<file path="src/rtl/sctl_pkg.sv">
package sctl_pkg;

    localparam int NWIN      = 5;
    localparam int WIN_PCMD  = 0;
    localparam int WIN_PCTL  = 1;
    localparam int WIN_SCMD  = 2;
    localparam int WIN_SCTL  = 3;
    localparam int WIN_BM    = 4;

    typedef enum logic [1:0] {
        RGN_CMD  = 2'd0,
        RGN_CTRL = 2'd1,
        RGN_BM   = 2'd2
    } region_e;

    typedef struct packed {
        logic    hit;
        logic    chan;
        region_e rgn;
    } route_t;

    function automatic logic size_ok(input logic [2:0] sz);
        return (sz == 3'd1) || (sz == 3'd2) || (sz == 3'd4);
    endfunction

    function automatic logic win_chan(input int w);
        return (w == WIN_SCMD) || (w == WIN_SCTL);
    endfunction

    function automatic region_e win_rgn(input int w);
        case (w)
            WIN_PCMD, WIN_SCMD: return RGN_CMD;
            WIN_PCTL, WIN_SCTL: return RGN_CTRL;
            default:            return RGN_BM;
        endcase
    endfunction

endpackage

</file>
<file path="src/rtl/sctl_win_regs.sv">
module sctl_win_regs
    import sctl_pkg::*;
#(
    parameter int AW = 16
) (
    input  logic                     clk,
    input  logic                     rst,
    input  logic                     cfg_we,
    input  logic [2:0]               cfg_win,
    input  logic                     cfg_is_size,
    input  logic [AW-1:0]            cfg_data,
    output logic [NWIN-1:0][AW-1:0]  base_o,
    output logic [NWIN-1:0][AW-1:0]  size_o
);

    for (genvar w = 0; w < NWIN; w++) begin : g_win
        logic sel;
        assign sel = cfg_we && (cfg_win == 3'(w));

        always_ff @(posedge clk) begin
            if (rst) begin
                base_o[w] <= '0;
                size_o[w] <= '0;
            end else if (sel) begin
                if (cfg_is_size)
                    size_o[w] <= cfg_data;
                else if (cfg_data != '0)
                    base_o[w] <= cfg_data;
            end
        end
    end

endmodule

</file>
<file path="src/rtl/sctl_win_match.sv">
module sctl_win_match
    import sctl_pkg::*;
#(
    parameter int AW = 16
) (
    input  logic [AW-1:0]            addr,
    input  logic [NWIN-1:0][AW-1:0]  base_i,
    input  logic [NWIN-1:0][AW-1:0]  size_i,
    output logic [NWIN-1:0]          hit_o,
    output logic [NWIN-1:0][AW-1:0]  ofs_o
);

    localparam int EW = AW + 1;

    for (genvar w = 0; w < NWIN; w++) begin : g_cmp
        logic [EW-1:0] limit;
        assign limit    = {1'b0, base_i[w]} + {1'b0, size_i[w]};
        assign hit_o[w] = (addr >= base_i[w]) && ({1'b0, addr} < limit);
        assign ofs_o[w] = addr - base_i[w];
    end

endmodule

</file>
<file path="src/rtl/sctl_prio_route.sv">
module sctl_prio_route
    import sctl_pkg::*;
#(
    parameter int AW       = 16,
    parameter int BM_SPLIT = 8
) (
    input  logic [NWIN-1:0]          hit_i,
    input  logic [NWIN-1:0][AW-1:0]  ofs_i,
    output route_t                   route_o,
    output logic [AW-1:0]            ofs_o
);

    localparam logic [AW-1:0] SPLIT = AW'(BM_SPLIT);

    int            win;
    logic [AW-1:0] raw_ofs;

    always_comb begin
        win = 0;
        route_o.hit = 1'b0;
        for (int w = NWIN - 1; w >= 0; w--) begin
            if (hit_i[w]) begin
                win = w;
                route_o.hit = 1'b1;
            end
        end
        raw_ofs      = ofs_i[win];
        route_o.chan = win_chan(win);
        route_o.rgn  = win_rgn(win);
        ofs_o        = raw_ofs;
        if (route_o.rgn == RGN_BM && raw_ofs >= SPLIT) begin
            route_o.chan = 1'b1;
            ofs_o        = raw_ofs - SPLIT;
        end
    end

endmodule

</file>
<file path="src/rtl/sctl_devsel.sv">
module sctl_devsel #(
    parameter int AW      = 16,
    parameter int SEL_OFS = 6
) (
    input  logic          clk,
    input  logic          rst,
    input  logic          wr_cmd,
    input  logic          chan,
    input  logic [AW-1:0] offset,
    input  logic          sel_bit,
    output logic [1:0]    dev_sel
);

    localparam logic [AW-1:0] OFS = AW'(SEL_OFS);

    for (genvar c = 0; c < 2; c++) begin : g_ch
        always_ff @(posedge clk) begin
            if (rst)
                dev_sel[c] <= 1'b0;
            else if (wr_cmd && (chan == 1'(c)) && (offset == OFS))
                dev_sel[c] <= sel_bit;
        end
    end

endmodule

</file>
<file path="src/rtl/sctl_addr_router.sv">
module sctl_addr_router
    import sctl_pkg::*;
#(
    parameter int AW       = 16,
    parameter int DW       = 32,
    parameter int BM_SPLIT = 8,
    parameter int SEL_OFS  = 6,
    parameter int SEL_BIT  = 4
) (
    input  logic          clk,
    input  logic          rst,
    input  logic          cfg_we,
    input  logic [2:0]    cfg_win,
    input  logic          cfg_is_size,
    input  logic [AW-1:0] cfg_data,
    input  logic          io_en,
    input  logic          bm_en,
    input  logic          req_valid,
    input  logic          req_write,
    input  logic [AW-1:0] req_addr,
    input  logic [2:0]    req_size,
    input  logic [DW-1:0] req_wdata,
    input  logic [DW-1:0] pri_rdata,
    input  logic [DW-1:0] sec_rdata,
    output logic          fwd_valid,
    output logic          fwd_chan,
    output logic [1:0]    fwd_region,
    output logic [AW-1:0] fwd_offset,
    output logic          fwd_write,
    output logic [2:0]    fwd_size,
    output logic [DW-1:0] fwd_wdata,
    output logic          rsp_valid,
    output logic          rsp_err,
    output logic [DW-1:0] rsp_rdata,
    output logic          pri_dev_sel,
    output logic          sec_dev_sel
);

    logic [NWIN-1:0][AW-1:0] win_base;
    logic [NWIN-1:0][AW-1:0] win_size;
    logic [NWIN-1:0]         win_hit;
    logic [NWIN-1:0][AW-1:0] win_ofs;
    route_t                  route;
    logic [AW-1:0]           route_ofs;
    logic                    legal;
    logic                    bm_drop;
    logic                    err_now;
    logic [DW-1:0]           rdata_now;
    logic [1:0]              dsel;

    sctl_win_regs #(.AW(AW)) regs_i (
        .clk         (clk),
        .rst         (rst),
        .cfg_we      (cfg_we),
        .cfg_win     (cfg_win),
        .cfg_is_size (cfg_is_size),
        .cfg_data    (cfg_data),
        .base_o      (win_base),
        .size_o      (win_size)
    );

    sctl_win_match #(.AW(AW)) match_i (
        .addr   (req_addr),
        .base_i (win_base),
        .size_i (win_size),
        .hit_o  (win_hit),
        .ofs_o  (win_ofs)
    );

    sctl_prio_route #(.AW(AW), .BM_SPLIT(BM_SPLIT)) route_i (
        .hit_i   (win_hit),
        .ofs_i   (win_ofs),
        .route_o (route),
        .ofs_o   (route_ofs)
    );

    always_comb begin
        legal     = size_ok(req_size);
        bm_drop   = (route.rgn == RGN_BM) && req_write && !bm_en;
        fwd_valid = req_valid && legal && io_en && route.hit && !bm_drop;
        err_now   = req_valid && (!legal || (io_en && !route.hit));
        if (fwd_valid && !req_write)
            rdata_now = route.chan ? sec_rdata : pri_rdata;
        else
            rdata_now = '1;
    end

    assign fwd_chan   = route.chan;
    assign fwd_region = route.rgn;
    assign fwd_offset = route_ofs;
    assign fwd_write  = req_write;
    assign fwd_size   = req_size;
    assign fwd_wdata  = req_wdata;

    always_ff @(posedge clk) begin
        if (rst) begin
            rsp_valid <= 1'b0;
            rsp_err   <= 1'b0;
            rsp_rdata <= '1;
        end else begin
            rsp_valid <= req_valid;
            rsp_err   <= err_now;
            rsp_rdata <= rdata_now;
        end
    end

    sctl_devsel #(.AW(AW), .SEL_OFS(SEL_OFS)) devsel_i (
        .clk     (clk),
        .rst     (rst),
        .wr_cmd  (fwd_valid && req_write && (route.rgn == RGN_CMD)),
        .chan    (route.chan),
        .offset  (route_ofs),
        .sel_bit (req_wdata[SEL_BIT]),
        .dev_sel (dsel)
    );

    assign pri_dev_sel = dsel[0];
    assign sec_dev_sel = dsel[1];

endmodule

</file>
<file path="config.mk">
export PLATFORM = sky130hd
export DESIGN_NAME = sctl_addr_router
export DESIGN_NICKNAME = d
export VERILOG_FILES = /design/src/rtl/sctl_pkg.sv /design/src/rtl/sctl_win_regs.sv /design/src/rtl/sctl_win_match.sv /design/src/rtl/sctl_prio_route.sv /design/src/rtl/sctl_devsel.sv /design/src/rtl/sctl_addr_router.sv
export SDC_FILE = /design/constraint.sdc
export NUM_CORES = 1
export LEC_CHECK = 0
export ABC_CLOCK_PERIOD_IN_PS = 7420
export BUFFER_PORTS_ARGS = -buffer_cell sky130_fd_sc_hd__buf_2
export CAP_MARGIN = 20
export CORE_UTILIZATION = 45
export DETAILED_ROUTE_END_ITERATION = 7
export GPL_TIMING_DRIVEN = 0
export PLACE_DENSITY = 0.62
export SLEW_MARGIN = 30
export SYNTH_ARGS = -nofsm -noshare
export SYNTH_HDL_FRONTEND = slang
export SYNTH_SLANG_ARGS = --single-unit
</file>
<file path="constraint.sdc">
create_clock -name clk -period 7.42 [get_ports clk]
set_input_delay 0.371 -clock clk [delete_from_list [all_inputs] [get_ports clk]]
set_output_delay 0.371 -clock clk [all_outputs]
set_load 0.02 [all_outputs]
</file>
## Word-level counts from Yosys, hierarchy flattened

Cells that the tools add are included.
W data, S select, Z words.

- Order comparisons: 12
- Muxes and demuxes: 17
- Bitwise operators: 3
- Eq/ne operators: 14
- $add $sub $neg: 11
- Reduce and logical (&&, ||, !) cells: 52

Operators by type and width:

| cell | number |
|---|---|
| $add A16 B16 Y17 | 5 |
| $lt A16 B17 Y1 | 5 |
| $ge A16 B16 Y1 | 5 |
| $sub A16 B16 Y16 | 5 |
| $bmux W16 S3 | 1 |
| $mux W16 | 3 |
| $logic_not A32 Y1 | 1 |
| $mux W32 | 1 |
| $logic_and A1 B1 Y1 | 26 |
| $eq A3 B2 Y1 const B | 7 |
| $eq A16 B3 Y1 const B | 1 |
| $ge A16 B4 Y1 const B | 1 |
| $reduce_bool A16 Y1 | 1 |
| $sub A16 B4 Y16 const B | 1 |
| $mux W3 | 5 |
| $reduce_and A3 Y1 | 5 |
| $reduce_and A2 Y1 | 5 |
| $eq A3 B1 Y1 const B | 3 |
| $eq A3 B3 Y1 const B | 2 |
| $mux W1 | 6 |
| $reduce_or A2 Y1 | 3 |
| $logic_not A1 Y1 | 5 |
| $logic_or A1 B1 Y1 | 4 |
| $lt A3 B4 Y1 const B | 1 |
| other kinds (5) | 7 |

- Bits in registers: 196
- Bits of input ports: 142
- Word-level logic and storage cells: 124
- Output and inout port bits: 92

## Longest topological paths before layout

Gate-level depths: netlist of run 1.

- Depth in word-level cells: 20
- Depth in mapped cells: 37
- Mapped depth without buffers: 36

## Modules after synthesis

A second synthesis of run 1 with hierarchy kept.

- Cells, all modules: 2190
- Area total of the unflattened synthesis: 17977.2 um2

By module, submodules not included:

| module | seq. area each (um2) | times used | cells each | area each (um2) |
|---|---|---|---|---|
| sctl_win_match | 0.0 | 1 | 1206 | 8977.4 |
| sctl_win_regs | 3203.1 | 1 | 644 | 6020.8 |
| sctl_addr_router | 680.7 | 1 | 160 | 1666.6 |
| sctl_prio_route | 0.0 | 1 | 163 | 1156.1 |
| sctl_devsel | 40.0 | 1 | 17 | 156.4 |

## Worst setup path after synthesis of run 1

OpenSTA, ideal clock, no wires.

- Kind: register to register
- Start: register regs_i.size_o[49] in the netlist's numbering
- End: register devsel_i.dev_sel[1]
- Data arrival time: 6407 ps
- Clock period less this slack: 6478 ps
- Path slack: 942 ps
- Setup time: 70 ps
- Required time: 7350 ps
- Stages on the path, launching flop included: 38
- Buffers on the path: 2
- Cells stage by stage: dfxtp_1 > ha_1 > a21o_1 > a21oi_1 > o21bai_1 > a21oi_1 > o21bai_1 > a21oi_1 > o21bai_1 > a21oi_1 > o21bai_1 > a21oi_1 > o21bai_1 > a21oi_1 > o21bai_1 > a21oi_1 > xor2_1 > ha_1 > [2 not listed] > o311ai_0 > o211ai_1 > o21ba_2 > buf_2 > buf_2 > nor2_1 > o21bai_1 > a31o_1 > ha_1 > nand2_1 > nor4_1 > and4_1 > nand4_1 > a311o_1 > a21bo_2 > nor4_2 > a31o_1 > a21oi_1

- Elaborated cells between the ends (all ways): 41
- Those cells by class: add/sub: 2; order compare: 2; eq/ne: 7; mux: 14; reduce/logical: 16

RTL lines:

| element | line | text |
|---|---|---|
| start, declared | sctl_win_regs.sv:13 | `output logic [NWIN-1:0][AW-1:0] size_o` |
| start signal, assigned by index | sctl_win_regs.sv:26 | `size_o[w] <= cfg_data;` |
| $add A16 B16 Y17 (*) | sctl_win_match.sv:17 | `assign limit = {1'b0, base_i[w]} + {1'b0, size_i[w]};` |
| $lt A16 B17 Y1 (*) | sctl_win_match.sv:18 | `assign hit_o[w] = (addr >= base_i[w]) && ({1'b0, addr} < limit);` |
| $logic_and A1 B1 Y1 (*) | sctl_win_match.sv:18 |  |
| $mux W3 (*) (4 in series) | sctl_prio_route.sv:22 | `if (hit_i[w]) begin` |
| $bmux W16 S3, or another cell as far along | sctl_prio_route.sv:27 | `raw_ofs = ofs_i[win];` |
| $mux W16 (implied by the code) or $reduce_or A2 Y1 (tied branches) | sctl_prio_route.sv:27, sctl_pkg.sv:31 |  |
| $mux W16 (implied by the code) or $pmux W2 S2 (tied branches) | sctl_prio_route.sv:27, sctl_pkg.sv:31 |  |
| $ge A16 B4 Y1 or $eq A2 B2 Y1 (tied branches) | sctl_prio_route.sv:31 | `if (route_o.rgn == RGN_BM && raw_ofs >= SPLIT) begin` |
| $logic_and A1 B1 Y1 | sctl_prio_route.sv:31 |  |
| $mux W16 (*) | sctl_prio_route.sv:31 |  |
| named net fwd_offset[15] | sctl_addr_router.sv:28 | `output logic [AW-1:0] fwd_offset,` |
| $eq A16 B3 Y1 (*) | sctl_devsel.sv:20 | `else if (wr_cmd && (chan == 1'(c)) && (offset == OFS))` |
| $logic_and A1 B1 Y1 (*) | sctl_devsel.sv:20 |  |
| end signal, assigned by index | sctl_devsel.sv:21 | `dev_sel[c] <= sel_bit;` |
| end, declared | sctl_devsel.sv:11 | `output logic [1:0] dev_sel` |

The timed path passes the listed nets; every way through them passes the cells marked *. The select of a mux whose other input is x is not followed.
A chain may end at the register's enable or synchronous reset.

## Worst setup path after layout of run 1

- Start: register regs_i.size_o[17] in the netlist's numbering
- End: output fwd_offset[15]

- Word-level cells in the longest chain between the ends: 11
- Elaborated cells between the ends (all ways): 20
- Those cells by class: add/sub: 2; order compare: 2; eq/ne: 4; mux: 7; reduce/logical: 5

Ends and longest elaborated chain:

| element | line |
|---|---|
| $add A16 B16 Y17 (*) | sctl_win_match.sv:17 |
| $lt A16 B17 Y1 (*) | sctl_win_match.sv:18 |
| $logic_and A1 B1 Y1 (*) | sctl_win_match.sv:18 |
| $mux W3 (*) (2 in series) | sctl_prio_route.sv:22 |
| $bmux W16 S3, or another cell as far along | sctl_prio_route.sv:27 |
| $mux W16 (implied by the code) or $reduce_or A2 Y1 (tied branches) | sctl_prio_route.sv:27, sctl_pkg.sv:31 |
| $mux W16 (implied by the code) or $pmux W2 S2 (tied branches) | sctl_prio_route.sv:27, sctl_pkg.sv:31 |
| $ge A16 B4 Y1 or $eq A2 B2 Y1 (tied branches) | sctl_prio_route.sv:31 |
| $logic_and A1 B1 Y1 | sctl_prio_route.sv:31 |
| $mux W16 (*) | sctl_prio_route.sv:31 |
| end, declared | sctl_addr_router.sv:28 |

Mark *: on every way between the ends. The rest lies on a longest branch, timed or not. The select of a mux whose other input is x is not followed.

==> flow_summary.rst, run 1 <==
.. list-table::
   :header-rows: 1

   * - Metric
     - Value
   * - Initial antenna violation count
     - 2
   * - Placeable core region
     - 37,900 um2
   * - Capturing element type of the critical path
     - output port
   * - Leak pwr
     - 8.66 nW
   * - Worst hold margin
     - roughly 0.11 ns
   * - H-tree depth
     - 4
   * - Count of hold buffers inserted by post-cts repair
     - 0
   * - Endpoint of the most critical register-to-register path
     - devsel_i.dev_sel[1]
   * - Smallest setup slack after layout
     - 0.274 ns
   * - Worst Path Arrival
     - 6.78 ns
   * - Pin count of the biggest net entering global routing
     - 17
   * - Cell class contributing the biggest share of worst-path delay
     - compound AO/OA/AOI/OAI gates
   * - Top FF cell, synth
     - sky130_fd_sc_hd__dfxtp_1
   * - Pre-CTS setup slack
     - -0.414 ns
   * - Status
     - finished clean
   * - Category of the worst setup path launch point
     - register
   * - Last element of the critical path
     - fwd_offset[15]
   * - Met1 global-route usage
     - 40.4%
   * - Start-to-end type of the worst setup path
     - register to output port
   * - Global-route met3 utilization
     - around 5.3%
   * - Required arrival time at the worst endpoint
     - 7.05 ns
   * - Met2 usage
     - between 50% and 60%
   * - Estimated wirelength of the detail-placed design
     - 47,000 um
   * - Max Cap Violations
     - 0
   * - Post-synthesis to final-layout area growth
     - 16.8%
   * - Number of iterations in the first detailed-routing pass
     - 8
   * - Wire length of the first global-routing pass
     - between 90,000 and 100,000 um
   * - Number of flops mapped to enable cells by yosys
     - 0
   * - Sum Neg Setup Slack
     - 0 ns
   * - Combined area of all synthesized cells
     - 17,500 um2
   * - Syn Inst Count
     - 2,233
   * - Share of the clock period used by the worst path
     - 96.3%
   * - Top fanout value on the critical path
     - 10
   * - Total of fill cells in the finished design
     - 3,727
   * - Final setup violating endpoints
     - 0
   * - Actual transition at the worst max-transition pin
     - between 1 and 1.5 ns
   * - Clock Tree Root
     - sky130_fd_sc_hd__clkbuf_16
   * - Critical path origin
     - regs_i.size_o[17]
   * - Most used routing layer in global routing
     - met2
   * - Clock transition at the register clock pins on the worst setup and hold paths after CTS
     - 0.07 ns
   * - Worst-Skew Late Latency
     - 0.47 ns
   * - Multiplexer fraction of the synthesized cell area
     - around 4.7%
   * - Final std cells w/o fill
     - about 3,000
   * - Share of synthesized area occupied by flip-flops and latches
     - 22.5%
   * - Crit path buffers/inverters
     - 3
   * - Total power draw
     - approximately 0.0032 W
   * - Slowest cell on the critical path
     - sky130_fd_sc_hd__dfxtp_2
   * - Beginning of the worst register-to-register path
     - regs_i.size_o[17]
   * - Setup skew after layout
     - 0.00905 ns
   * - Yosys warns
     - 0
   * - CTS tree
     - done
   * - Distinct cell type count after synthesis
     - 100
   * - Overall global routing resource usage
     - a little under a third
   * - Antenna Nets Post-Route
     - 0
   * - Std-Cell Rows
     - 71
   * - Highest-count cells in the layout ignoring fill and taps
     - sky130_fd_sc_hd__nand2_1, sky130_fd_sc_hd__ha_1, sky130_fd_sc_hd__a21oi_1, sky130_fd_sc_hd__buf_2, sky130_fd_sc_hd__dfxtp_1
   * - Dominant combinational cell family by area after synthesis
     - compound AO/OA/AOI/OAI gates
   * - Share of final-layout standard cells stronger than drive strength 1
     - 17.3%
   * - Power per standard cell area
     - 156 nW/um2
   * - Wire length reported by the detailed router
     - 62,500 um
   * - Basic-gate share of the synthesized area counting and, or, nand and nor cells
     - 19.0%
   * - Starting density of the core
     - 46.0%
   * - Levels on crit path
     - 34
   * - Count of input and output buffers
     - 201
   * - Sinks on Clock Net
     - between 150 and 200
   * - Leftover overflow at the end of global routing
     - 0
   * - Hold/Removal Path Class
     - primary input to register
   * - Height of the chip
     - about 200 um
   * - Fin crit period
     - 7.15 ns
   * - X dimension of the die
     - 199 um
   * - Adder and majority cell fraction of the synthesized area
     - between 10% and 20%
   * - Number of buffers created by CTS
     - 17
   * - Complex-gate fraction of the synthesized area
     - 22.4%
   * - Number of storage elements in the synthesis netlist
     - around 200
   * - DIE AREA
     - ~40,000 um2
   * - Routability cong.
     - 0.971
   * - Worst vdd ir
     - roughly 190 uV
   * - Cell count after placement
     - 2,945
   * - Initial DRC Count
     - 1,211
   * - Area share of xor/xnor cells in the synthesized design
     - 6.52%
   * - Vias in the first global route
     - about 16,000
   * - Boundary Pins
     - 234
   * - Post-synthesis net count
     - between 2,000 and 3,000
   * - Fraction of registers with async set/reset
     - 0%
   * - Reg-to-reg slack, setup
     - 0.41 ns
   * - Average vias per placed instance
     - 5.78
   * - Relative slew margins
     - 28.8%
   * - Final routed DRC violation total
     - 0
   * - Max incr delay on CP
     - 0.35 ns
   * - Syn avg cell area
     - 7.82 um2
   * - Bufs on Longest Clock Path
     - 2
   * - Count of final max-slew check failures
     - 0
   * - Final Hold Violating Endpoints
     - 0
   * - Leading cell type in the layout, fill and taps excluded
     - sky130_fd_sc_hd__nand2_1
   * - Depth of the most critical reg-to-reg path
     - 37
   * - Max frequency
     - between 0.1 and 0.15 GHz
   * - Detail-routed net length per standard cell
     - about 21 um
   * - Setup repair after global routing missed its margin
     - yes
   * - Number of nets in the layout
     - about 2,900
   * - Detailed-route via count
     - around 17,000
[registers in the layout, summed over array words and instances, names as in the netlist]
register / count
rsp_err: 1
regs_i.base_o: 80
regs_i.size_o: 80
rsp_rdata: 32
devsel_i.dev_sel: 2
rsp_valid: 1
[power by group]
| group | internal, W | switching [W] |
|---|---|---|
| clock network | 0.000598 | 0.000440 |
| registers | 0.00107 | 0.0000106 |
| logic | 0.000394 | 0.000680 |
| total | 0.00206 | 0.00113 |
[worst min path at each step]
stage	from	endpoint	slack, ns	depth (start not counted)
2_1_floorplan	regs_i.size_o[0]	regs_i.size_o[0]	0.44	2
3_3_place_gp	regs_i.size_o[58]	regs_i.size_o[58]	0.45	2
3_5_place_dp	regs_i.size_o[57]	regs_i.size_o[57]	0.45	2
4_1_cts	sec_rdata[16]	rsp_rdata[16]	0.09	3
5_1_grt	sec_rdata[16]	rsp_rdata[16]	0.09	3
6_report	sec_rdata[15]	rsp_rdata[15]	0.11	3
[Yosys cell counts (all sizes together), types with 46 or more instances]
cell / instances / area, um2
nand2: 313 / 1180
a21oi: 236 / 1180
ha: 236 / 2950
dfxtp: 196 / 3920
nor2: 167 / 627
inv: 148 / 558
xnor2: 84 / 736
mux2i: 82 / 821
o21ai: 71 / 370
clkbuf: 68 / 255
nand3: 68 / 353
buf: 50 / 379
o21bai: 47 / 353
xor2: 46 / 403
[worst reg2reg max path: cells and delay by family, from the launching register on]
family / cells / cell delay, ns
AO/OA/AOI/OAI: 24 / 3.89
XOR/XNOR: 1 / 0.10
adder cells (fa/ha/maj): 3 / 0.70
buffers and inverters: 3 / 0.42
flip-flops: 1 / 0.35
AND/OR/NAND/NOR: 6 / 1.43
[kinds of logic after synthesis]
group                    count (synthesis)
AND/OR/NAND/NOR                        724
AO/OA/AOI/OAI                          589
buffers and inverters                  266
adder cells (fa/ha/maj)                246
flip-flops                             196
XOR/XNOR                               130
multiplexers                            82
[what timing repair did]
action | CTS | global route
gates cloned | 0 | 1
endpoints found under the hold margin | 0 | 0
endpoints found under the setup margin | 48 | 47
setup buffers | 18 | 14
resized for setup | 44 | 51
pin swaps | 19 | 39
[per-stage QoR]
stage | instance area (um2) | util, %
6_report | 20400 | 53.8
5_1_grt | 20400 | 53.8
4_1_cts | 20100 | 52.9
3_5_place_dp | 19100 | 50.4
3_3_place_gp | 19100 | 50.4
2_1_floorplan | 17500 | -
[area by class of cell]
| type | instances | area, um2 | area share, % |
|---|---|---|---|
| antenna | 2 | 5.00 | 0.0245 |
| multi-input combinational | 1771 | 12700 | 62.1 |
| tap | 511 | 639 | 3.13 |
| clock buffer | 19 | 433 | 2.12 |
| buffer | 117 | 668 | 3.28 |
| clock inverter | 12 | 201 | 0.987 |
| timing repair buffer | 234 | 1280 | 6.27 |
| sequential | 196 | 3940 | 19.3 |
| inverter | 148 | 561 | 2.75 |
[per-layer routing]
metal / vias to the layer above / wire length (um) / share of wire, %
li1: 8431 / - / -
met1: 8154 / 27300 / 44
met2: 697 / 28100 / 45
met3: 117 / 4570 / 7.3
met4: 0 / 2500 / 4.0
met5: - / 0 / 0
No activity file was read; power rests on OpenSTA's default activity.
==> inputs of run 2 (changes only) <==
Settings changed: ABC_CLOCK_PERIOD_IN_PS 7420 to 8800, CORE_MARGIN set to 5, CORE_UTILIZATION 45 to 25, PLACE_DENSITY 0.62 to 0.38.
Clock period 7.42 ns to 8.8 ns, I/O delays scaled along.
==> run 2 against run 1 <==
Net effect:
- final area is 0.23% lower
- via count is 2.9% lower
- combinational power is 18% lower
- total power is 18% lower
- largest power group unchanged
==> flow_summary.rst, run 2 (synthesized netlist as in run 1, its figures left out) <==
.. list-table::
   :header-rows: 1

   * - Metric
     - Value
   * - Status
     - finished clean
   * - Bufs on Longest Clock Path
     - 2 (unchanged)
   * - Capturing element type of the critical path
     - output port
   * - Flop pwr share
     - 34.7% (+0.9 points)
   * - Share of the clock period used by the worst path
     - 94.5%
   * - Worst vdd ir
     - 110 uV (-42%)
   * - Finished layout cell area
     - 20,400 um2 (-0.23%)
   * - Final std cells w/o fill
     - 3,402 (+13%)
   * - Count of final max-slew check failures
     - 0 (unchanged)
   * - Estimated wirelength of the detail-placed design
     - 56,400 um (+20%)
   * - Fin crit period
     - 8.32 ns
   * - Setup repair after global routing missed its margin
     - yes
   * - Leading cell type in the layout, fill and taps excluded
     - sky130_fd_sc_hd__nand2_1
   * - Clock Tree Root
     - sky130_fd_sc_hd__clkbuf_16
   * - Initial DRC Count
     - 971 (-20%)
   * - Psw
     - 0.00101 W (-11%)
   * - Crit path buffers/inverters
     - 3 (unchanged)
   * - Cell count after placement
     - 3,367 (+14%)
   * - Leftover overflow at the end of global routing
     - 0 (unchanged)
   * - Boundary Pins
     - 234 (unchanged)
   * - Crit-path most repeated cell
     - sky130_fd_sc_hd__a21oi_1
   * - Detail-routed net length per standard cell
     - 21.5 um (+3.3%)
   * - Hold/Removal Path Class
     - primary input to register
   * - Vias in the first global route
     - 16,272 (+1.9%)
   * - Utilization after layout
     - 29.5% (-24 points)
   * - Placeable core region
     - 68,900 um2 (+82%)
   * - Category of the worst setup path launch point
     - register
   * - Wire length reported by the detailed router
     - 73,000 um (+17%)
   * - Cell class contributing the biggest share of worst-path delay
     - compound AO/OA/AOI/OAI gates
   * - Number of iterations in the first detailed-routing pass
     - 5 (-3)
   * - Slowest cell on the critical path
     - sky130_fd_sc_hd__a221oi_1
   * - Post-synthesis to final-layout area growth
     - 16.6%
   * - X dimension of the die
     - 274 um (+38%)
   * - CTS tree
     - done
   * - H-tree depth
     - 4 (unchanged)
   * - Number of nets in the layout
     - 2,845 (-0.97%)
   * - Antenna Nets Post-Route
     - 0 (unchanged)
   * - Final setup violating endpoints
     - 0 (unchanged)
   * - Highest-count cells in the layout ignoring fill and taps
     - sky130_fd_sc_hd__nand2_1, sky130_fd_sc_hd__ha_1, sky130_fd_sc_hd__a21oi_1, sky130_fd_sc_hd__buf_2, sky130_fd_sc_hd__dfxtp_1
   * - Setup skew after layout
     - 0.0148 ns (+0.00571 ns)
   * - Std-Cell Rows
     - 96 (+35%)
   * - Relative slew margins
     - 35.4% (+6.6 points)
   * - Clock transition at the register clock pins on the worst setup and hold paths after CTS
     - 0.08 ns (about the same)
   * - Leak pwr
     - 8.47 nW (-2.2%)
   * - Reg-to-reg slack, setup
     - 0.98 ns (+0.57 ns)
   * - Worst-Skew Late Latency
     - 0.50 ns (+0.03 ns)
   * - Combinational Power Share
     - 33.5% (-0.2 points)
   * - Wire length of the first global-routing pass
     - 105,000 um (+15%)
   * - Clock network fraction of total power
     - 31.8% (-0.8 points)
   * - Starting density of the core
     - 25.3% (-21 points)
   * - Max frequency
     - 0.120 GHz
   * - Pre-CTS setup slack
     - 0.626 ns (+1.04 ns)
   * - Routability cong.
     - 0.863 (-11%)
   * - Number of buffers created by CTS
     - 17 (unchanged)
   * - Total power draw
     - 0.00262 W (-18%)
   * - Required arrival time at the worst endpoint
     - 8.36 ns (+1.31 ns)
   * - Pin count of the biggest net entering global routing
     - 20 (+3)
   * - Actual transition at the worst max-transition pin
     - 0.969 ns (-0.0987 ns)
   * - Largest registers ranked by flip-flop count
     - regs_i.base_o (80), regs_i.size_o (80), rsp_rdata (32)
   * - Max Cap Violations
     - 0 (unchanged)
   * - Sinks on Clock Net
     - 196 (unchanged)
   * - Final routed DRC violation total
     - 0 (unchanged)
   * - Count of input and output buffers
     - 201 (unchanged)
   * - Max incr delay on CP
     - 0.56 ns (+0.21 ns)
   * - Power per standard cell area
     - 128 nW/um2 (-18%)
   * - Smallest setup slack after layout
     - 0.483 ns (+0.210 ns)
   * - Height of the chip
     - 274 um (+38%)
   * - Worst Path Arrival
     - 7.88 ns (+1.10 ns)
   * - Detailed-route via count
     - 16,896 (-2.9%)
   * - Initial antenna violation count
     - 9 (+7)
   * - Average vias per placed instance
     - 4.97 (-14%)
   * - Cell area after placement
     - 19,700 um2 (+2.9%)
   * - Switching part of the total power
     - 38.6% (+3.2 points)
   * - Internal Power
     - 0.00161 W (-22%)
   * - Share of final-layout standard cells stronger than drive strength 1
     - 14.1% (-3.2 points)
   * - Final Hold Violating Endpoints
     - 0 (unchanged)
   * - Top fanout value on the critical path
     - 10 (unchanged)
   * - Start-to-end type of the worst setup path
     - register to output port
   * - Overall global routing resource usage
     - 18.9% (-12 points)
   * - DIE AREA
     - 75,200 um2 (+90%)
-- run 2: what timing repair did --
item / in CTS / in global routing
hold buffers: 0 / 0
buffers inserted: 0 / 2
endpoints found under the setup margin: 0 / 7
gates resized for setup: 0 / 12
-- run 2: power by group through the flow --
stage,clock (W),sequential (W),combinational (W)
3_3_place_gp,0,0.000928,0.000863
4_1_cts,0.000865,0.000907,0.000870
2_1_floorplan,0,0.000928,0.000531
3_5_place_dp,0,0.000928,0.000865
6_report,0.000832,0.000907,0.000876
5_1_grt,0.000894,0.000909,0.000949
-- run 2: final cells by class --
type	count	area (um2)
fillers	7680	48600
multi-input cells	1771	12400
flip-flops and latches	196	3930
well taps	931	1160
repair buffers	205	1040
plain buffers	118	656
inverters	148	558
clock buffers	18	439
clock inverters	14	165
diodes	1	2.50
-- run 2: final timing paths --
kind / startpoint / end / cells past startpoint
setup reg to reg: regs_i.base_o[65] / devsel_i.dev_sel[1] / 35
hold reg to reg: regs_i.size_o[68] / regs_i.size_o[68] / 2
hold / removal: pri_rdata[6] / rsp_rdata[6] / 3
setup / recovery: regs_i.base_o[33] / fwd_offset[14] / 31
-- run 2: through the flow --
stage | hold WS (ns) | TNS [ns]
2_1_floorplan | 0.441 | 0
3_3_place_gp | 0.449 | 0
3_5_place_dp | 0.451 | 0
4_1_cts | 0.0987 | 0
5_1_grt | 0.127 | -0.0775
6_report | 0.145 | 0
-- run 2: worst register-to-register path: cells and delay by family (launching register included) --
kind | cells | cell delay (ns)
AOI/OAI and AO/OA | 23 | 4.51
DFF | 1 | 0.43
and+or+nand+nor | 6 | 1.28
adders and majority gates | 2 | 0.53
xor gates and xnor gates | 1 | 0.18
buffers and inverters | 3 | 0.75
-- run 2: routing by layer --
layer  share of wire [%]  wire [um]  global-route usage [%]
met5               0.014         10                       0
met4                 2.2       1590                    5.15
met3                 6.0       4410                    3.65
met2                  44      32200                    30.2
met1                  48      34800                    26.2
